[src/rtl/rra_fetch_pkg.sv]
package rra_fetch_pkg;
   typedef enum logic {
      ST_IDLE  = 1'b0,
      ST_FETCH = 1'b1
   } fetch_st_t;
endpackage

[src/rtl/rra_addr_gen.sv]
module rra_addr_gen #(
   parameter int SEG_W       = 16,
   parameter int OFS_W       = 16,
   parameter int BEAT_W      = 2,
   parameter int NARROW_STEP = 2,
   parameter int WIDE_OK     = 1
) (
   input  logic                    wide_mode,
   input  logic [SEG_W-1:0]        seg_hi,
   input  logic [OFS_W-1:0]        base_ofs,
   input  logic [BEAT_W-1:0]       beat,
   output logic [SEG_W+OFS_W-1:0]  addr
);
   localparam logic [OFS_W-1:0] N_STEP = OFS_W'(NARROW_STEP);
   localparam logic [OFS_W-1:0] W_STEP = OFS_W'(2 * NARROW_STEP);

   logic [OFS_W-1:0] step;
   logic [OFS_W-1:0] ofs;

   generate
      if (WIDE_OK != 0) begin : g_two_width
         assign step = wide_mode ? W_STEP : N_STEP;
      end else begin : g_one_width
         logic unused_wide;
         assign unused_wide = wide_mode;
         assign step        = N_STEP;
      end
   endgenerate

   // offset arithmetic stays inside the segment
   always_comb begin
      ofs  = base_ofs + (OFS_W'(beat) * step);
      addr = {seg_hi, ofs};
   end
endmodule

[src/rtl/rra_ptr_adv.sv]
module rra_ptr_adv #(
   parameter int OFS_W       = 16,
   parameter int NUM_FIELDS  = 4,
   parameter int NARROW_STEP = 2,
   parameter int WIDE_OK     = 1
) (
   input  logic             wide_mode,
   input  logic [OFS_W-1:0] rd_cur,
   input  logic [OFS_W-1:0] ring_start,
   input  logic [OFS_W-1:0] ring_end,
   input  logic [OFS_W-1:0] wr_ptr,
   output logic [OFS_W-1:0] rd_next,
   output logic             meets_wr
);
   localparam logic [OFS_W-1:0] N_SIZE = OFS_W'(NARROW_STEP * NUM_FIELDS);
   localparam logic [OFS_W-1:0] W_SIZE = OFS_W'(2 * NARROW_STEP * NUM_FIELDS);

   logic [OFS_W-1:0] size;
   logic [OFS_W-1:0] bumped;

   generate
      if (WIDE_OK != 0) begin : g_two_width
         assign size = wide_mode ? W_SIZE : N_SIZE;
      end else begin : g_one_width
         logic unused_wide;
         assign unused_wide = wide_mode;
         assign size        = N_SIZE;
      end
   endgenerate

   always_comb begin
      bumped   = rd_cur + size;
      rd_next  = (bumped == ring_end) ? ring_start : bumped;
      meets_wr = (rd_next == wr_ptr);
   end
endmodule

[src/rtl/rra_unpack.sv]
module rra_unpack #(
   parameter int FIELD_W    = 16,
   parameter int NUM_FIELDS = 4,
   parameter int BEAT_W     = 2
) (
   input  logic                          clk,
   input  logic                          rst_n,
   input  logic                          beat_ok,
   input  logic [BEAT_W-1:0]             beat,
   input  logic [FIELD_W-1:0]            word,
   output logic [NUM_FIELDS*FIELD_W-1:0] fields
);
   genvar gi;
   generate
      for (gi = 0; gi < NUM_FIELDS; gi++) begin : g_fld
         logic [FIELD_W-1:0] q;
         always_ff @(posedge clk or negedge rst_n) begin
            if (!rst_n) begin
               q <= '0;
            end else if (beat_ok && (beat == BEAT_W'(gi))) begin
               q <= word;
            end
         end
         assign fields[gi*FIELD_W +: FIELD_W] = q;
      end
   endgenerate
endmodule

[src/rtl/rra_fetch.sv]
module rra_fetch
   import rra_fetch_pkg::*;
#(
   parameter int SEG_W       = 16,
   parameter int OFS_W       = 16,
   parameter int FIELD_W     = 16,
   parameter int MEM_DW      = 32,
   parameter int NUM_FIELDS  = 4
) (
   input  logic                    clk,
   input  logic                    rst_n,
   input  logic                    wide_mode,
   input  logic [SEG_W-1:0]        seg_hi,
   input  logic [OFS_W-1:0]        ring_start,
   input  logic [OFS_W-1:0]        ring_end,
   input  logic [OFS_W-1:0]        wr_ptr,
   input  logic                    rd_ld,
   input  logic [OFS_W-1:0]        rd_wdata,
   input  logic                    fetch_req,
   input  logic                    exh_clr,
   input  logic                    rx_en,
   output logic                    mem_req,
   output logic [SEG_W+OFS_W-1:0]  mem_addr,
   input  logic                    mem_valid,
   input  logic [MEM_DW-1:0]       mem_rdata,
   output logic [2*FIELD_W-1:0]    buf_addr,
   output logic [2*FIELD_W-1:0]    buf_words,
   output logic [OFS_W-1:0]        rd_ptr,
   output logic                    exhausted,
   output logic                    irq_update,
   output logic                    done,
   output logic                    busy,
   output logic                    rx_ready
);
   localparam int ADDR_W      = SEG_W + OFS_W;
   localparam int BEAT_W      = $clog2(NUM_FIELDS);
   localparam int NARROW_STEP = FIELD_W / 8;
   localparam int WIDE_OK     = (MEM_DW >= 2 * FIELD_W) ? 1 : 0;
   localparam logic [BEAT_W-1:0] LAST_BEAT = BEAT_W'(NUM_FIELDS - 1);

   generate
      if (NUM_FIELDS != 4) begin : g_bad_fields
         $error("rra_fetch: descriptor must hold exactly four fields");
      end
      if ((FIELD_W % 8) != 0 || FIELD_W > OFS_W) begin : g_bad_field_w
         $error("rra_fetch: field width must be whole bytes and fit the offset");
      end
      if (MEM_DW < FIELD_W) begin : g_bad_dw
         $error("rra_fetch: memory data narrower than a field");
      end
   endgenerate

   fetch_st_t          st;
   logic [BEAT_W-1:0]  beat;
   logic               held;
   logic [OFS_W-1:0]   rd_q;
   logic               exh_q;
   logic               done_q;
   logic               irq_q;
   logic               beat_ok;
   logic               finish;
   logic [OFS_W-1:0]   rd_next;
   logic               meets_wr;
   logic [NUM_FIELDS*FIELD_W-1:0] fields;

   generate
      if (MEM_DW > FIELD_W) begin : g_hi_bits
         logic unused_hi;
         assign unused_hi = ^mem_rdata[MEM_DW-1:FIELD_W];
      end
   endgenerate

   assign mem_req = (st == ST_FETCH);
   assign beat_ok = mem_req && mem_valid;
   assign finish  = beat_ok && (beat == LAST_BEAT);

   rra_addr_gen #(
      .SEG_W       (SEG_W),
      .OFS_W       (OFS_W),
      .BEAT_W      (BEAT_W),
      .NARROW_STEP (NARROW_STEP),
      .WIDE_OK     (WIDE_OK)
   ) u_addr (
      .wide_mode (wide_mode),
      .seg_hi    (seg_hi),
      .base_ofs  (rd_q),
      .beat      (beat),
      .addr      (mem_addr)
   );

   rra_ptr_adv #(
      .OFS_W       (OFS_W),
      .NUM_FIELDS  (NUM_FIELDS),
      .NARROW_STEP (NARROW_STEP),
      .WIDE_OK     (WIDE_OK)
   ) u_adv (
      .wide_mode  (wide_mode),
      .rd_cur     (rd_q),
      .ring_start (ring_start),
      .ring_end   (ring_end),
      .wr_ptr     (wr_ptr),
      .rd_next    (rd_next),
      .meets_wr   (meets_wr)
   );

   rra_unpack #(
      .FIELD_W    (FIELD_W),
      .NUM_FIELDS (NUM_FIELDS),
      .BEAT_W     (BEAT_W)
   ) u_unpack (
      .clk     (clk),
      .rst_n   (rst_n),
      .beat_ok (beat_ok),
      .beat    (beat),
      .word    (mem_rdata[FIELD_W-1:0]),
      .fields  (fields)
   );

   // sequencing of beats and held requests
   always_ff @(posedge clk or negedge rst_n) begin
      if (!rst_n) begin
         st     <= ST_IDLE;
         beat   <= '0;
         held   <= 1'b0;
         done_q <= 1'b0;
         irq_q  <= 1'b0;
      end else begin
         done_q <= 1'b0;
         irq_q  <= 1'b0;
         case (st)
            ST_IDLE: begin
               if (fetch_req || held) begin
                  st   <= ST_FETCH;
                  beat <= '0;
                  held <= 1'b0;
               end
            end
            ST_FETCH: begin
               if (fetch_req) begin
                  held <= 1'b1;
               end
               if (beat_ok) begin
                  if (beat == LAST_BEAT) begin
                     st     <= ST_IDLE;
                     done_q <= 1'b1;
                     irq_q  <= meets_wr;
                  end else begin
                     beat <= beat + 1'b1;
                  end
               end
            end
            default: st <= ST_IDLE;
         endcase
      end
   end

   // read pointer and exhaustion flag
   always_ff @(posedge clk or negedge rst_n) begin
      if (!rst_n) begin
         rd_q  <= '0;
         exh_q <= 1'b0;
      end else begin
         if (finish) begin
            rd_q <= rd_next;
         end else if (rd_ld) begin
            rd_q <= rd_wdata;
         end
         if (finish && meets_wr) begin
            exh_q <= 1'b1;
         end else if (exh_clr) begin
            exh_q <= 1'b0;
         end
      end
   end

   assign buf_addr   = fields[2*FIELD_W-1:0];
   assign buf_words  = fields[4*FIELD_W-1:2*FIELD_W];
   assign rd_ptr     = rd_q;
   assign exhausted  = exh_q;
   assign irq_update = irq_q;
   assign done       = done_q;
   assign busy       = (st == ST_FETCH) || held;
   assign rx_ready   = rx_en && !exh_q;
endmodule

[config.mk]
export PLATFORM = sky130hd
export DESIGN_NAME = rra_fetch
export DESIGN_NICKNAME = d
export VERILOG_FILES = /design/src/rtl/rra_fetch_pkg.sv /design/src/rtl/rra_addr_gen.sv /design/src/rtl/rra_ptr_adv.sv /design/src/rtl/rra_unpack.sv /design/src/rtl/rra_fetch.sv
export SDC_FILE = /design/constraint.sdc
export NUM_CORES = 1
export LEC_CHECK = 0
export BUFFER_PORTS_ARGS = -buffer_cell sky130_fd_sc_hd__buf_4
export CORE_MARGIN = 2
export CORE_UTILIZATION = 23
export DETAILED_ROUTE_END_ITERATION = 6
export GPL_ROUTABILITY_DRIVEN = 0
export HOLD_SLACK_MARGIN = 0.15
export SETUP_SLACK_MARGIN = 0.3
export SLEW_MARGIN = 20
export SYNTH_ARGS = -nofsm -noshare
export SYNTH_HDL_FRONTEND = slang
export SYNTH_HIERARCHICAL = 1
export SYNTH_SLANG_ARGS = --single-unit
export TNS_END_PERCENT = 100
[constraint.sdc]
create_clock -name clk -period 10.8 [get_ports clk]
set_input_delay 1.62 -clock clk [delete_from_list [all_inputs] [get_ports clk]]
set_output_delay 1.62 -clock clk [all_outputs]
set_load 0.005 [all_outputs]
==> impl_summary.md, run 1 <==
Floorplanning
For this design the top-level I/O count stands at 238. The die is 154 um wide. The vertical extent of the die is 154 um. The number of placement rows is 54.

For this configuration, the core starts out at a cell density of 23.5%. In this run the standard cell core region covers 22000 um2. The die covers 23700 um2.

Detailed routing
Detailed routing inserted a total of 4071 vias. In the final routed layout, each cell accounts on average for 17.7 um. The iteration count of the initial detailed-routing pass is 5. Using the TritonRoute via totals, the vias-per-cell ratio works out to 4.53. In this run the remaining antenna-violating nets after routing total 0. The overall routed net length is 15900 um.

For this run, design rule violations remaining after detail routing come to 0. In this run, the number of DRC markers left after iteration 0 of detailed routing was 126.

Logic synthesis
The share of the synthesized area in compound gates (AO/OA/AOI/OAI) is 6.90%. The prevailing post-synth register cell is sky130_fd_sc_hd__dfrtp_1. The number of synthesis warnings is 6. The multiplexer share of the synthesized area is 21.4%. The post-synthesis area per instance is 11.6 um2. The fraction of the mapped netlist area in simple logic gates is 11.1%.

Counting flops and latches in the post-synthesis netlist gives 87. The number of synthesized flops with an enable pin is 0. For this run, asynchronously set or reset flops after synthesis account for 100%. The adder and majority cell fraction of the synthesized area is 2.95%. Synthesis instantiated 62 different standard cells from the library.

The number of nets produced by synthesis is 576. Synthesis produced a netlist whose cell count is 445. Summing the sequential cell areas from Yosys gives 42.1% of the chip area. After synthesis, the largest family of logic cells by area is multiplexers. The synthesized netlist devotes 8.98% of its cell area to XOR and XNOR gates. Summing every instance area after synthesis gives 5170 um2.

Final layout
The net total in the final layout is 744. The number of antenna diodes is 0. The fraction of final layout cells sized beyond drive strength 1 is 49.4%. The top cell types in the final layout, fill and taps aside, are sky130_fd_sc_hd__buf_4 (190), sky130_fd_sc_hd__dfrtp_1 (87), sky130_fd_sc_hd__mux2_2 (78).

The commonest non-fill, non-tap cell in the layout is sky130_fd_sc_hd__buf_4. The area growth from synthesis to layout is 34.6%. The filler cells instantiated in the layout total 2259.

Clock tree
TritonCTS created 9 clock buffers. The number of sinks driven by the clock tree is 87. At the later pin of the worst-skew pair, clock insertion delay measures 0.35 ns. For this design, the CTS-stage hold fixing added 0 buffers. The clock passes through at most 2 buffers. In this run, post-CTS repair resized a total of 0 instances.

The clock-pin slew of the registers on the worst-case setup and hold paths is 0.07 ns. The buffer cell driving the clock tree root is sky130_fd_sc_hd__clkbuf_16. The H-tree depth reported by CTS is 3. The TritonCTS clock tree is built. The total setup buffers inserted after CTS is 0.

Run status
The run finished with clean final reports.

Timing
After routing, the total negative slack on setup checks comes to 0 ns. The routed design could run at a clock period as short as 5.95 ns. The maximum clock frequency is 0.168 GHz.

The pin slew with the least headroom to its limit is 1.04 ns. The max-slew headroom at the worst pin is 30.6%. The clock tree skew after final layout is 0.0126 ns. Dividing the final minimum period by the clock period gives 55.1%. Setup repair after global routing left no endpoint under its margin. The total count of max-transition violations in the final report is 0.

The tightest hold path in the finished design has a slack of 0.507 ns. The final number of hold-violating endpoints is 0. The number of setup violations in the final report is 0.

Power and ir drop
Summed over all nets, the switching power comes to 667 uW. The share of total power in sequential cells is 35.5%. The power per cell area is 262 nW/um2. The switching fraction of total power is 36.6%. Per report_power, the clock group accounts for 17.2% of the total. The internal power of the cells is 1160 uW. The combinational share of power is 47.3%. The analysis attributes to cell leakage a power of 0.00319 uW.

VDD sags by at most 0.128 mV.

GRT
In the global route stage, overall resource usage came out at 13.4%. The number of global-route vias before repair was 4221. The number of antenna violations at the first check in global routing is 0.

The global-route wire length before repair is 24200 um. The largest net degree at the start of global routing is 62. The residual overflow from global routing is 0.

Flow run
The tool flagged a number of max-cap violations equal to 0.

Worst setup path
For this run, the slowest stage of the critical path takes 0.96 ns. The worst setup path is of the input port to flip-flop kind. Walking the worst path, the cells encountered are buf_4 > inv_1 > ha_1 > inv_1 > fa_1 > a311oi_1 > o2111ai_1 > nor3_1 > o2111ai_1 > or4_1 > mux2_4 > xor2_1 > a211o_1 > nor4_2 > and2_4 > a21o_1. Along the worst path, the maximum fanout reaches 18. The data required time at the worst endpoint is 11.09 ns. The standard cell with the maximum stage delay on the critical path is sky130_fd_sc_hd__or4_1. The arrival time of data at the critical path endpoint is 6.24 ns. The worst setup path is captured at a flip-flop. The worst setup path is launched from an input port.

Min path
In this run the worst hold path is classified as flip-flop to flip-flop.

Placed design
The HPWL after detailed placement is 11900 um. Buffers placed on the I/O ports in this run total 189.
==> area by class of cell <==
class                      instances  area (um2)  share of cell area [%]
tap                              280         350                    5.04
sequential                        87        2180                    31.3
inverter                          15        56.3                   0.809
multi-input combinational        310        2650                    38.1
clock buffer                       9         225                    3.24
clock inverter                     7        72.6                    1.04
timing repair buffer             190        1430                    20.5
==> sequential cells by signal (all words and copies together) (netlist names) <==
| signal | flops |
|---|---|
| done | 1 |
| rd_ptr | 16 |
| irq_update | 1 |
| held | 1 |
| u_unpack/g_fld.q | 64 |
| beat | 2 |
| exhausted | 1 |
| mem_req | 1 |
==> cell families after synthesis <==
group | Yosys count
and+or+nand+nor | 96
adders and majority gates | 11
muxes | 100
buffers and inverters | 48
DFF | 87
xor gates and xnor gates | 53
AOI/OAI and AO/OA | 50
==> critical path: cells and delay by family <==
family | cells | cell delay [ns]
xor+xnor | 1 | 0.15
simple gates | 4 | 1.79
mux | 1 | 0.48
fa+ha+maj | 2 | 0.87
compound gates | 5 | 1.00
buf+inv | 3 | 0.32
==> worst paths after layout <==
check                                       start                endpoint  slack [ns]  cells after the start
setup / recovery                        wide_mode               exhausted        4.85                     16
hold / removal             u_unpack/g_fld[1].q[1]  u_unpack/g_fld[1].q[1]        0.51                      1
setup reg to reg                        rd_ptr[3]               exhausted        5.90                     14
hold reg to reg            u_unpack/g_fld[1].q[1]  u_unpack/g_fld[1].q[1]        0.51                      1
max in group asynchronous                   rst_n  u_unpack/g_fld[2].q[3]        8.45                      2
min in group asynchronous                   rst_n  u_unpack/g_fld[0].q[0]        1.18                      1
==> cell usage after synthesis (2+ instances only) <==
cell type	count	area share (%)
sky130_fd_sc_hd__dfrtp_1	87	42
sky130_fd_sc_hd__mux2_2	78	17
sky130_fd_sc_hd__xnor2_1	29	4.9
sky130_fd_sc_hd__nand2_1	25	1.8
sky130_fd_sc_hd__xor2_1	24	4.1
sky130_fd_sc_hd__mux2i_1	21	4.1
sky130_fd_sc_hd__buf_4	19	2.8
sky130_fd_sc_hd__inv_1	15	1.1
sky130_fd_sc_hd__o21ai_1	12	1.2
sky130_fd_sc_hd__buf_6	10	2.2
sky130_fd_sc_hd__nor3_1	10	0.97
sky130_fd_sc_hd__ha_1	9	2.2
sky130_fd_sc_hd__nor2_1	9	0.65
sky130_fd_sc_hd__o21ai_0	7	0.68
sky130_fd_sc_hd__nor2b_1	6	0.73
sky130_fd_sc_hd__o2111ai_1	6	1.0
sky130_fd_sc_hd__nand3_1	5	0.48
sky130_fd_sc_hd__nand4_1	5	0.61
sky130_fd_sc_hd__and2_1	4	0.48
sky130_fd_sc_hd__nor4_1	4	0.48
sky130_fd_sc_hd__a21o_1	3	0.44
sky130_fd_sc_hd__and3_1	3	0.36
sky130_fd_sc_hd__nand2b_1	3	0.36
sky130_fd_sc_hd__o211ai_1	3	0.44
sky130_fd_sc_hd__o221ai_1	3	0.51
sky130_fd_sc_hd__a21oi_1	2	0.19
sky130_fd_sc_hd__and3_2	2	0.29
sky130_fd_sc_hd__and4_1	2	0.34
sky130_fd_sc_hd__fa_1	2	0.77
sky130_fd_sc_hd__nand3b_2	2	0.44
sky130_fd_sc_hd__o21a_1	2	0.29
sky130_fd_sc_hd__or2_2	2	0.24
sky130_fd_sc_hd__or4_1	2	0.29
==> routing by layer <==
metal	track usage, %	wire length, um
met2	21.8	7570
met1	16.7	6770
met5	0	0
met4	4.76	348
met3	4.23	1240
==> power by group through the flow <==
stage          clock network (uW)  registers (uW)  logic, uW
2_1_floorplan                   0             618        459
3_3_place_gp                    0             643        879
3_5_place_dp                    0             653        882
4_1_cts                       327             650        886
5_1_grt                       338             676        946
6_report                      313             647        862
==> stage by stage <==
step	total power, uW	setup slack [ns]	cell area (um2)	std cells	util [%]
finish	1820	4.85	6960	898	31.7
global route	1960	4.61	6960	898	31.7
CTS	1860	4.88	6960	898	31.7
detailed placement	1540	4.51	6660	882	30.3
global placement	1520	4.50	6660	882	30.3
floorplan	1080	5.73	5170	445	-
Power figures use the tool's default switching activity.
==> inputs of run 2 (changes only) <==
==> constraint.sdc (replaced) <==
create_clock -name clk -period 5.7 [get_ports clk]
set_input_delay 0.855 -clock clk [delete_from_list [all_inputs] [get_ports clk]]
set_output_delay 0.855 -clock clk [all_outputs]
set_load 0.005 [all_outputs]
==> run 2 against run 1 <==
Against the previous run: cell count up 0.11%; register-to-register slack worse by 4.9 ns; hold slack worse by 0.088 ns; clock-buffer cell count up 2; clock skew down 0.0029 ns; sequential share of layout area about the same; die area unchanged; wire length up 1.8%; global-route usage up 0.35 points; highest routed layer unchanged; via count up 1.0%; first-iteration DRC count down 7.9%.
==> impl_summary.md, run 2 (synthesized netlist as in run 1, its figures left out) <==
Timing
Static timing analysis puts the maximum clock frequency at 0.201 GHz. The final critical path takes up 87.3% of the cycle. The number of setup violations in the final report is 0 (unchanged). The total count of max-transition violations in the final report came to 0 (unchanged). The clock period minus worst slack is 4.97 ns. The final total negative setup slack is 0 ns (unchanged). Setup repair after global routing left no endpoint under its margin. The final number of hold-violating endpoints is 0 (unchanged). The pin slew with the least headroom to its limit is 1.04 ns (-0.00146 ns). The clock tree skew after final layout was 0.00970 ns (-0.00292 ns). The max-slew headroom at the worst pin is 30.7% (+0.098 points).

Worst setup path
The worst setup path is launched from an input port. The largest stage delay on the critical path is 0.73 ns (-0.23 ns). In this run the critical register-to-register path is launched from rd_ptr[3].

The peak fanout along the critical path is 13 (-5). The depth of the worst register-to-register path is 14 (unchanged). The combined buffer and inverter count along the critical path came to 4 (+1). The arrival time of data at the critical path endpoint is 5.26 ns (-0.98 ns).

The worst register-to-register path ends at exhausted. The critical path capture point type is a flip-flop. The type of the worst setup path is input port to flip-flop. The slack of the worst reg-to-reg path is 1.01 ns (-4.89 ns). Broken down by cell family, the worst path's largest delay share belongs to simple AND/OR/NAND/NOR gates.

The data required time at the worst endpoint is 5.99 ns (-5.10 ns). The standard cell with the maximum stage delay on the critical path is sky130_fd_sc_hd__or4_1. The signal on the critical path passes through buf_4 > inv_1 > ha_1 > inv_1 > fa_1 > and3b_1 > xor2_1 > a222oi_1 > o2111ai_1 > or4_1 > buf_4 > mux2_2 > a211o_1 > nor4_2 > and2_4 > a21o_1.

Detailed routing
The iteration count of the initial detailed-routing pass is 4 (-1). The overall routed net length is 16200 um (+1.8%). The number of vias per cell after detailed routing is 4.58 (+0.92%). The total number of vias is 4113 (+1.0%).

The average wire length per cell after detail routing is 18.0 um (+1.6%). The number of design-rule violations left by the first detailed-router iteration came to 116 (-7.9%). The count of antenna-violating nets left after detailed routing is 0 (unchanged). The post-route DRC violation count came to 0 (unchanged).

Clock tree
The hold buffer count at cts is 0 (unchanged). The H-tree depth reported by CTS is 3 (unchanged). The TritonCTS clock tree is built. The clock latency on the worst-skew pair came to 0.34 ns (about the same). The number of gates resized after cts is 0 (unchanged). The number of sinks driven by the clock tree is 87 (unchanged). The number of buffers added by the clock tree synthesis step was 9 (unchanged).

The buffer cell driving the clock tree root is sky130_fd_sc_hd__clkbuf_16. The worst-case clock buffer depth came to 2 (unchanged). The total setup buffers inserted after CTS is 0 (unchanged). The clock-pin slew of the registers on the worst-case setup and hold paths is 0.06 ns (about the same).

Floorplanning
The area of the die is 23700 um2 (unchanged). The placeable core region is 22000 um2 (unchanged). The number of top-level pins came to 238 (unchanged).

The number of placement rows is 54 (unchanged). The starting density of the core is 23.5% (unchanged). The vertical extent of the die is 154 um (unchanged). The width of the die is 154 um (unchanged).

GRT
The largest net degree at the start of global routing is 63 (+1.6%). The number of global-route vias before repair is 4318 (+2.3%). The residual overflow from global routing came to 0 (unchanged). The global-route wire length before repair is 24900 um (+2.8%). The number of antenna violations at the first check in global routing came to 0 (unchanged). The global router's overall resource usage was 13.7% (+0.35 points).

Final layout
The net total in the final layout is 746 (+0.27%). The number of flip-flops under the largest register name is 64 (unchanged). The library cell used most frequently in the layout, excluding fill and tap cells, is sky130_fd_sc_hd__buf_4. Ranked by flip-flop count, first place goes to u_unpack/g_fld.q. Relative to the synthesized area, the layout overhead comes to 34.4%. The fraction of final layout cells sized beyond drive strength 1 is 49.3% (-0.080 points). The non-filler instance count after layout is 899 (+0.11%). The library cells used most frequently in the layout, excluding fill and tap cells, are sky130_fd_sc_hd__buf_4 (192), sky130_fd_sc_hd__dfrtp_1 (87), sky130_fd_sc_hd__mux2_2 (78).

The number of antenna diodes came to 0 (unchanged).

Min path
In this run the worst hold path is classified as input port to asynchronous set/reset pin.

Power and ir drop
The switching fraction of total power is 36.2% (-0.43 points). The total net switching power is 1240 uW (+86%). The share of total power in sequential cells is 35.2% (-0.3 points). The power per cell area is 495 nW/um2 (+89%). The combinational share of power was 48.7% (+1.4 points). The leakage dissipation is 0.00319 uW (about the same). The clock group share of total power is 16.1% (-1.1 points). The internal power of the cells is 2190 uW (+90%). The maximum resistive drop on vdd came to 0.248 mV (+93%).

Placed design
The HPWL after detailed placement came to 12100 um (+1.4%). The total of buffers placed on input and output ports was 189 (unchanged). The cell count after placement was 884 (+0.23%).

Flow run
The max capacitance violation total is 0 (unchanged).

Run status
The flow ran to the end, and the final reports show no timing, DRC or antenna violations.
==> run 2: changes by cell type in the layout (fill, tap and decap cells not counted) <==
| cell | delta |
|---|---|
| sky130_fd_sc_hd__buf_4 | +2 |
| sky130_fd_sc_hd__clkbuf_1 | +1 |
| sky130_fd_sc_hd__clkbuf_8 | +1 |
| sky130_fd_sc_hd__clkinv_2 | +1 |
| sky130_fd_sc_hd__clkinv_4 | -1 |
| sky130_fd_sc_hd__clkinv_8 | -1 |
| sky130_fd_sc_hd__inv_8 | -2 |
==> run 2: per-stage QoR <==
step           setup slack, ns  util (%)  hold slack, ns  total power [uW]  cell area [um2]
2_1_floorplan             1.39         -           0.482              2040             5170
3_3_place_gp             0.381      30.4           0.490              2900             6680
3_5_place_dp             0.355      30.4           0.494              2930             6680
4_1_cts                  0.711      31.6           0.424              3510             6950
5_1_grt                  0.442      31.6           0.449              3690             6950
6_report                 0.726      31.6           0.419              3440             6950
==> run 2: worst reg2reg max path, delay by kind of cell (launching register included) <==
| family | cells | cell delay (ns) |
|---|---|---|
| and+or+nand+nor | 4 | 1.70 |
| AOI/OAI and AO/OA | 4 | 0.90 |
| adders and majority gates | 2 | 0.87 |
| DFF | 1 | 0.44 |
| buffers and inverters | 2 | 0.35 |
| muxes | 1 | 0.30 |
| xor gates and xnor gates | 1 | 0.10 |
==> run 2: layout make-up <==
type / instances / area (um2)
fill: 2266 / 15000
inverter: 15 / 56.3
tap: 280 / 350
clock buffer: 11 / 243
timing repair buffer: 192 / 1440
clock inverter: 4 / 30.0
sequential: 87 / 2180
multi-input combinational: 310 / 2650
==> run 2: worst max path at each step <==
stage	startpoint	slack, ns	depth (start not counted)	endpoint
after floorplan	wide_mode	1.39	16	exhausted
after global routing	wide_mode	0.44	16	exhausted
after detailed placement	wide_mode	0.35	16	exhausted
final	wide_mode	0.73	16	exhausted
after global placement	wide_mode	0.38	16	exhausted
after CTS	wide_mode	0.71	16	exhausted
==> run 2: power by group through the flow <==
| stage | Clock, uW | Combinational, uW | Sequential (uW) |
|---|---|---|---|
| 4_1_cts | 582 | 1710 | 1210 |
| 5_1_grt | 598 | 1830 | 1260 |
| 3_3_place_gp | 0 | 1690 | 1210 |
| 3_5_place_dp | 0 | 1710 | 1220 |
| 2_1_floorplan | 0 | 869 | 1170 |
| 6_report | 553 | 1670 | 1210 |
==> run 2: per-layer routing <==
metal | share of wire, % | global-route usage, %
met4 | 1.9 | 4.94
met3 | 8.9 | 5.24
met1 | 42 | 16.1
met5 | 0 | 0
met2 | 47 | 22.9
==> inputs of run 3 (changes only) <==
--- a/config.mk
+++ b/config.mk
@@ -5,6 +5,7 @@
 export SDC_FILE = /design/constraint.sdc
 export NUM_CORES = 1
 export LEC_CHECK = 0
+export ABC_AREA = 1
 export BUFFER_PORTS_ARGS = -buffer_cell sky130_fd_sc_hd__buf_4
 export CORE_MARGIN = 2
 export CORE_UTILIZATION = 23
==> run 3 against run 2 <==
Against the previous run: total power decreased by 3.0%; synthesized cell count increased by 99%; worst setup slack improved by 1.0 ns; synthesized area increased by 16%; register-to-register slack improved by 1.1 ns; critical endpoint unchanged; sequential share of layout area decreased by 3.4 points; first-iteration DRC count increased to 4.0 times the previous value; flip-flop and latch count unchanged; hold slack got worse by 0.043 ns; largest power group unchanged; critical path type unchanged; maximum frequency increased by 27%; clock power increased by 8.1%; highest routed layer unchanged.
==> impl_summary.md, run 3 <==
Timing
The final total negative setup slack is 0 ns (unchanged). The post-route clock period utilization came to 68.9% (-18 points). The setup slack after layout is 1.77 ns (+1.05 ns).

The clock period minus worst slack is 3.93 ns (-1.05 ns). The pin slew with the least headroom to its limit came to 0.893 ns (-0.145 ns). Setup repair after global routing left no endpoint under its margin. The final number of hold-violating endpoints is 0 (unchanged).

The max-slew headroom at the worst pin was 40.5% (+9.8 points). The clock tree skew after final layout is 0.0102 ns (+0.000512 ns). The maximum clock frequency is 0.255 GHz (+27%). The number of setup violations in the final report is 0 (unchanged). The total count of max-transition violations in the final report came to 0 (unchanged).

Detailed routing
The overall routed net length is 19600 um (+21%). The iteration count of the initial detailed-routing pass was 7 (+3). The number of vias per cell after detailed routing is 4.46 (-2.4%). The total number of vias came to 6157 (+50%). The average wire length per cell after detail routing was 14.2 um (-21%).

The post-route DRC violation count is 0 (unchanged). The number of design-rule violations left by the first detailed-router iteration is 462 (+300%). The count of antenna-violating nets left after detailed routing is 0 (unchanged).

Floorplanning
The width of the die is 165 um (+7.4%). The vertical extent of the die is 165 um (+7.4%). The area of the die is 27300 um2 (+15%). The number of top-level pins is 238 (unchanged). The number of placement rows came to 59 (+9.3%).

The starting density of the core was 23.2% (-0.36 points). The placeable core region is 25800 um2 (+18%).

Logic synthesis
The cell count after synthesis is 887 (+99%). The adder and majority cell fraction of the synthesized area came to 2.55% (-0.40 points). Sorting the synthesized cells by area gives the leading types as sky130_fd_sc_hd__dfrtp_1 (36%), sky130_fd_sc_hd__nand2_1 (24%), sky130_fd_sc_hd__nand3_1 (7.7%). The XOR/XNOR share of the synthesized area came to 2.24% (-6.7 points). The prevailing post-synth register cell is sky130_fd_sc_hd__dfrtp_1. Among all cell types in the netlist, the one instantiated most often is sky130_fd_sc_hd__nand2_1.

The commonest cells after synthesis are sky130_fd_sc_hd__nand2_1 (384), sky130_fd_sc_hd__inv_1 (110), sky130_fd_sc_hd__nand3_1 (92), sky130_fd_sc_hd__dfrtp_1 (87), sky130_fd_sc_hd__nand4_1 (57). The post-synthesis area per instance is 6.75 um2 (-42%). The number of nets produced by synthesis is 1018 (+77%). The share of the synthesized area in compound gates (AO/OA/AOI/OAI) is 0.627% (-6.3 points). The portion of synthesized cell area occupied by the leading cell type came to 36.4% (-5.8 points). The cell area after synthesis is 5990 um2 (+16%). The number of unique standard cell types used by synthesis came to 33 (-47%). The dominant combinational cell family by area after synthesis is simple AND/OR/NAND/NOR gates. The number of synthesis warnings is 6 (unchanged).

Summed over all instances, the cell type with the most area after synthesis is sky130_fd_sc_hd__dfrtp_1. The fraction of synthesis flops using an asynchronous set or reset pin is 100% (unchanged). The multiplexer share of the synthesized area is 0% (-21 points). The number of synthesized flops with an enable pin is 0 (unchanged). The fraction of the mapped netlist area in simple logic gates is 45.2% (+34 points). The sequential-to-total area share from yosys stat came to 36.4% (-5.8 points). The post-synthesis register bit count is 87 (unchanged).

Power and ir drop
The share of total power in sequential cells is 33.2% (-2.0 points). The maximum resistive drop on vdd came to 0.158 mV (-36%). The power per cell area came to 427 nW/um2 (-14%). The leakage dissipation came to 0.00444 uW (+39%). The switching fraction of total power is 43.3% (+7.1 points). The total net switching power is 1440 uW (+16%). The clock group share of total power is 17.9% (+1.8 points). The internal power of the cells was 1890 uW (-14%).

The combinational share of power is 48.9% (+0.2 points).

Final layout
The library cells used most frequently in the layout, excluding fill and tap cells, are sky130_fd_sc_hd__nand2_1 (384), sky130_fd_sc_hd__buf_4 (193), sky130_fd_sc_hd__inv_1 (109). The area occupied by multi-input gates is 3030 um2 (+14%). The number of antenna diodes was 0 (unchanged). The non-filler instance count after layout is 1379 (+53%). Leaving out fill and tap cells, the most frequent cell in the layout is sky130_fd_sc_hd__nand2_1.

The number of filler instances in the final layout is 2823 (+25%). The number of flip-flops under the largest register name is 64 (unchanged). The register containing the most flip-flops in the final layout is u_unpack/g_fld.q. Compared with the post-synthesis result, the final layout area differs by 30.3%. The net total in the final layout is 1170 (+57%). The sequential cell area came to 2180 um2 (unchanged). The fraction of final layout cells sized beyond drive strength 1 is 22.8% (-26 points).

Placed design
The total of buffers placed on input and output ports is 189 (unchanged). The worst slack at placement is 1.37 ns (+1.01 ns). The cell count after placement was 1363 (+54%). The HPWL after detailed placement is 14600 um (+21%).

Clock tree
The clock-pin slew of the registers on the worst-case setup and hold paths is 0.07 ns (about the same). The buffer cell driving the clock tree root is sky130_fd_sc_hd__clkbuf_16. The H-tree depth reported by CTS is 3 (unchanged). The hold buffer count at cts is 0 (unchanged).

The clock latency on the worst-skew pair is 0.35 ns (about the same). TritonCTS built the clock tree. The worst-case clock buffer depth came to 2 (unchanged).

The number of gates resized after cts is 0 (unchanged). The total setup buffers inserted after CTS is 0 (unchanged). The number of sinks driven by the clock tree is 87 (unchanged). The number of buffers added by the clock tree synthesis step is 9 (unchanged).

GRT
The number of global-route vias before repair was 5638 (+31%). The residual overflow from global routing was 0 (unchanged). The global router's overall resource usage is 14.4% (+0.65 points). The number of antenna violations at the first check in global routing is 0 (unchanged).

The largest net degree at the start of global routing is 70 (+11%). The global-route wire length before repair is 30600 um (+23%).

Run status
The flow ran to the end, and the final reports show no timing, DRC or antenna violations.

Min path
The min-delay analysis places its worst path in the category input port to asynchronous set/reset pin.

Worst setup path
The type of the worst setup path is input port to flip-flop. The depth of the worst register-to-register path came to 24 (+10). The slack of the worst reg-to-reg path was 2.08 ns (+1.07 ns).

STA classifies the critical path endpoint as a flip-flop. The arrival time of data at the critical path endpoint was 4.17 ns (-1.09 ns). The data required time at the worst endpoint is 5.95 ns (-0.04 ns). STA classifies the critical path startpoint as an input port. In this run the critical register-to-register path is launched from rd_ptr[3].

The peak fanout along the critical path is 16 (+3). In this run the critical register-to-register path is captured at exhausted.

Flow run
The max capacitance violation total is 0 (unchanged).
==> run 3: area by class of cell <==
class                   count  share of cell area, %
multi-input cells         634                   38.8
flip-flops and latches     87                   27.9
repair buffers            193                   18.6
inverters                 114                   5.48
well taps                 335                   5.37
clock buffers               9                   2.89
clock inverters             7                  0.962
==> run 3: through the flow <==
stage               utilization [%]  area (um2)  total power [uW]  hold slack, ns
finish                         30.2        7800              3330           0.377
global route                   30.2        7800              3630           0.383
CTS                            30.2        7800              3380           0.372
detailed placement             29.0        7500              2760           0.460
global placement               29.0        7500              2730           0.456
floorplan                         -        5990              1970           0.465
==> run 3: power by group through the flow <==
stage                     clock network (uW)  logic (uW)  registers (uW)
after global placement                     0        1620            1110
after detailed placement                   0        1640            1120
after CTS                                625        1640            1110
after global routing                     645        1840            1150
final                                    598        1630            1110
after floorplan                            0         895            1070
==> run 3: critical path, stage by stage <==
cell and delay [ns]:
sky130_fd_sc_hd__buf_4 0.15, sky130_fd_sc_hd__inv_1 0.11, sky130_fd_sc_hd__ha_1 0.24, sky130_fd_sc_hd__inv_1 0.07, sky130_fd_sc_hd__fa_1 0.46, sky130_fd_sc_hd__inv_1 0.21, sky130_fd_sc_hd__nand2_1 0.13, sky130_fd_sc_hd__nand2_1 0.14
sky130_fd_sc_hd__nand2_1 0.06, sky130_fd_sc_hd__nand2_1 0.06, sky130_fd_sc_hd__nand3_1 0.09, sky130_fd_sc_hd__nor2_1 0.15, sky130_fd_sc_hd__nand3_1 0.09, sky130_fd_sc_hd__nor2_1 0.18, sky130_fd_sc_hd__nand3_4 0.22, sky130_fd_sc_hd__nand2_1 0.16
sky130_fd_sc_hd__nand2_1 0.09, sky130_fd_sc_hd__nand2_1 0.06, sky130_fd_sc_hd__nand2_1 0.04, sky130_fd_sc_hd__inv_1 0.04, sky130_fd_sc_hd__nand2_1 0.06, sky130_fd_sc_hd__nor2_1 0.10, sky130_fd_sc_hd__nand2_1 0.06, sky130_fd_sc_hd__nor2_1 0.15
sky130_fd_sc_hd__inv_1 0.08, sky130_fd_sc_hd__o22ai_1 0.12
==> run 3: metal layers <==
metal | part of all wire (%) | track usage [%] | vias to the layer above
li1 | - | - | 3073
met1 | 46 | 20.3 | 2830
met2 | 45 | 22.2 | 226
met3 | 6.7 | 2.57 | 28
met4 | 2.1 | 4.51 | 0
met5 | 0 | 0 | -
==> run 3: how the worst max path moves through the flow <==
stage	from	end	slack, ns	cells past startpoint
detailed placement	wide_mode	exhausted	1.37	24
floorplan	wide_mode	exhausted	2.35	26
CTS	wide_mode	exhausted	1.74	24
finish	wide_mode	exhausted	1.77	26
global placement	wide_mode	exhausted	1.42	24
global route	wide_mode	exhausted	1.37	26
==> run 3: cell families (layout without fill, tap and decap cells) <==
group	after synthesis	after routing
simple gates	606	606
fa+ha+maj	11	11
flops	87	87
buf+inv	166	323
compound gates	5	5
xor+xnor	12	12
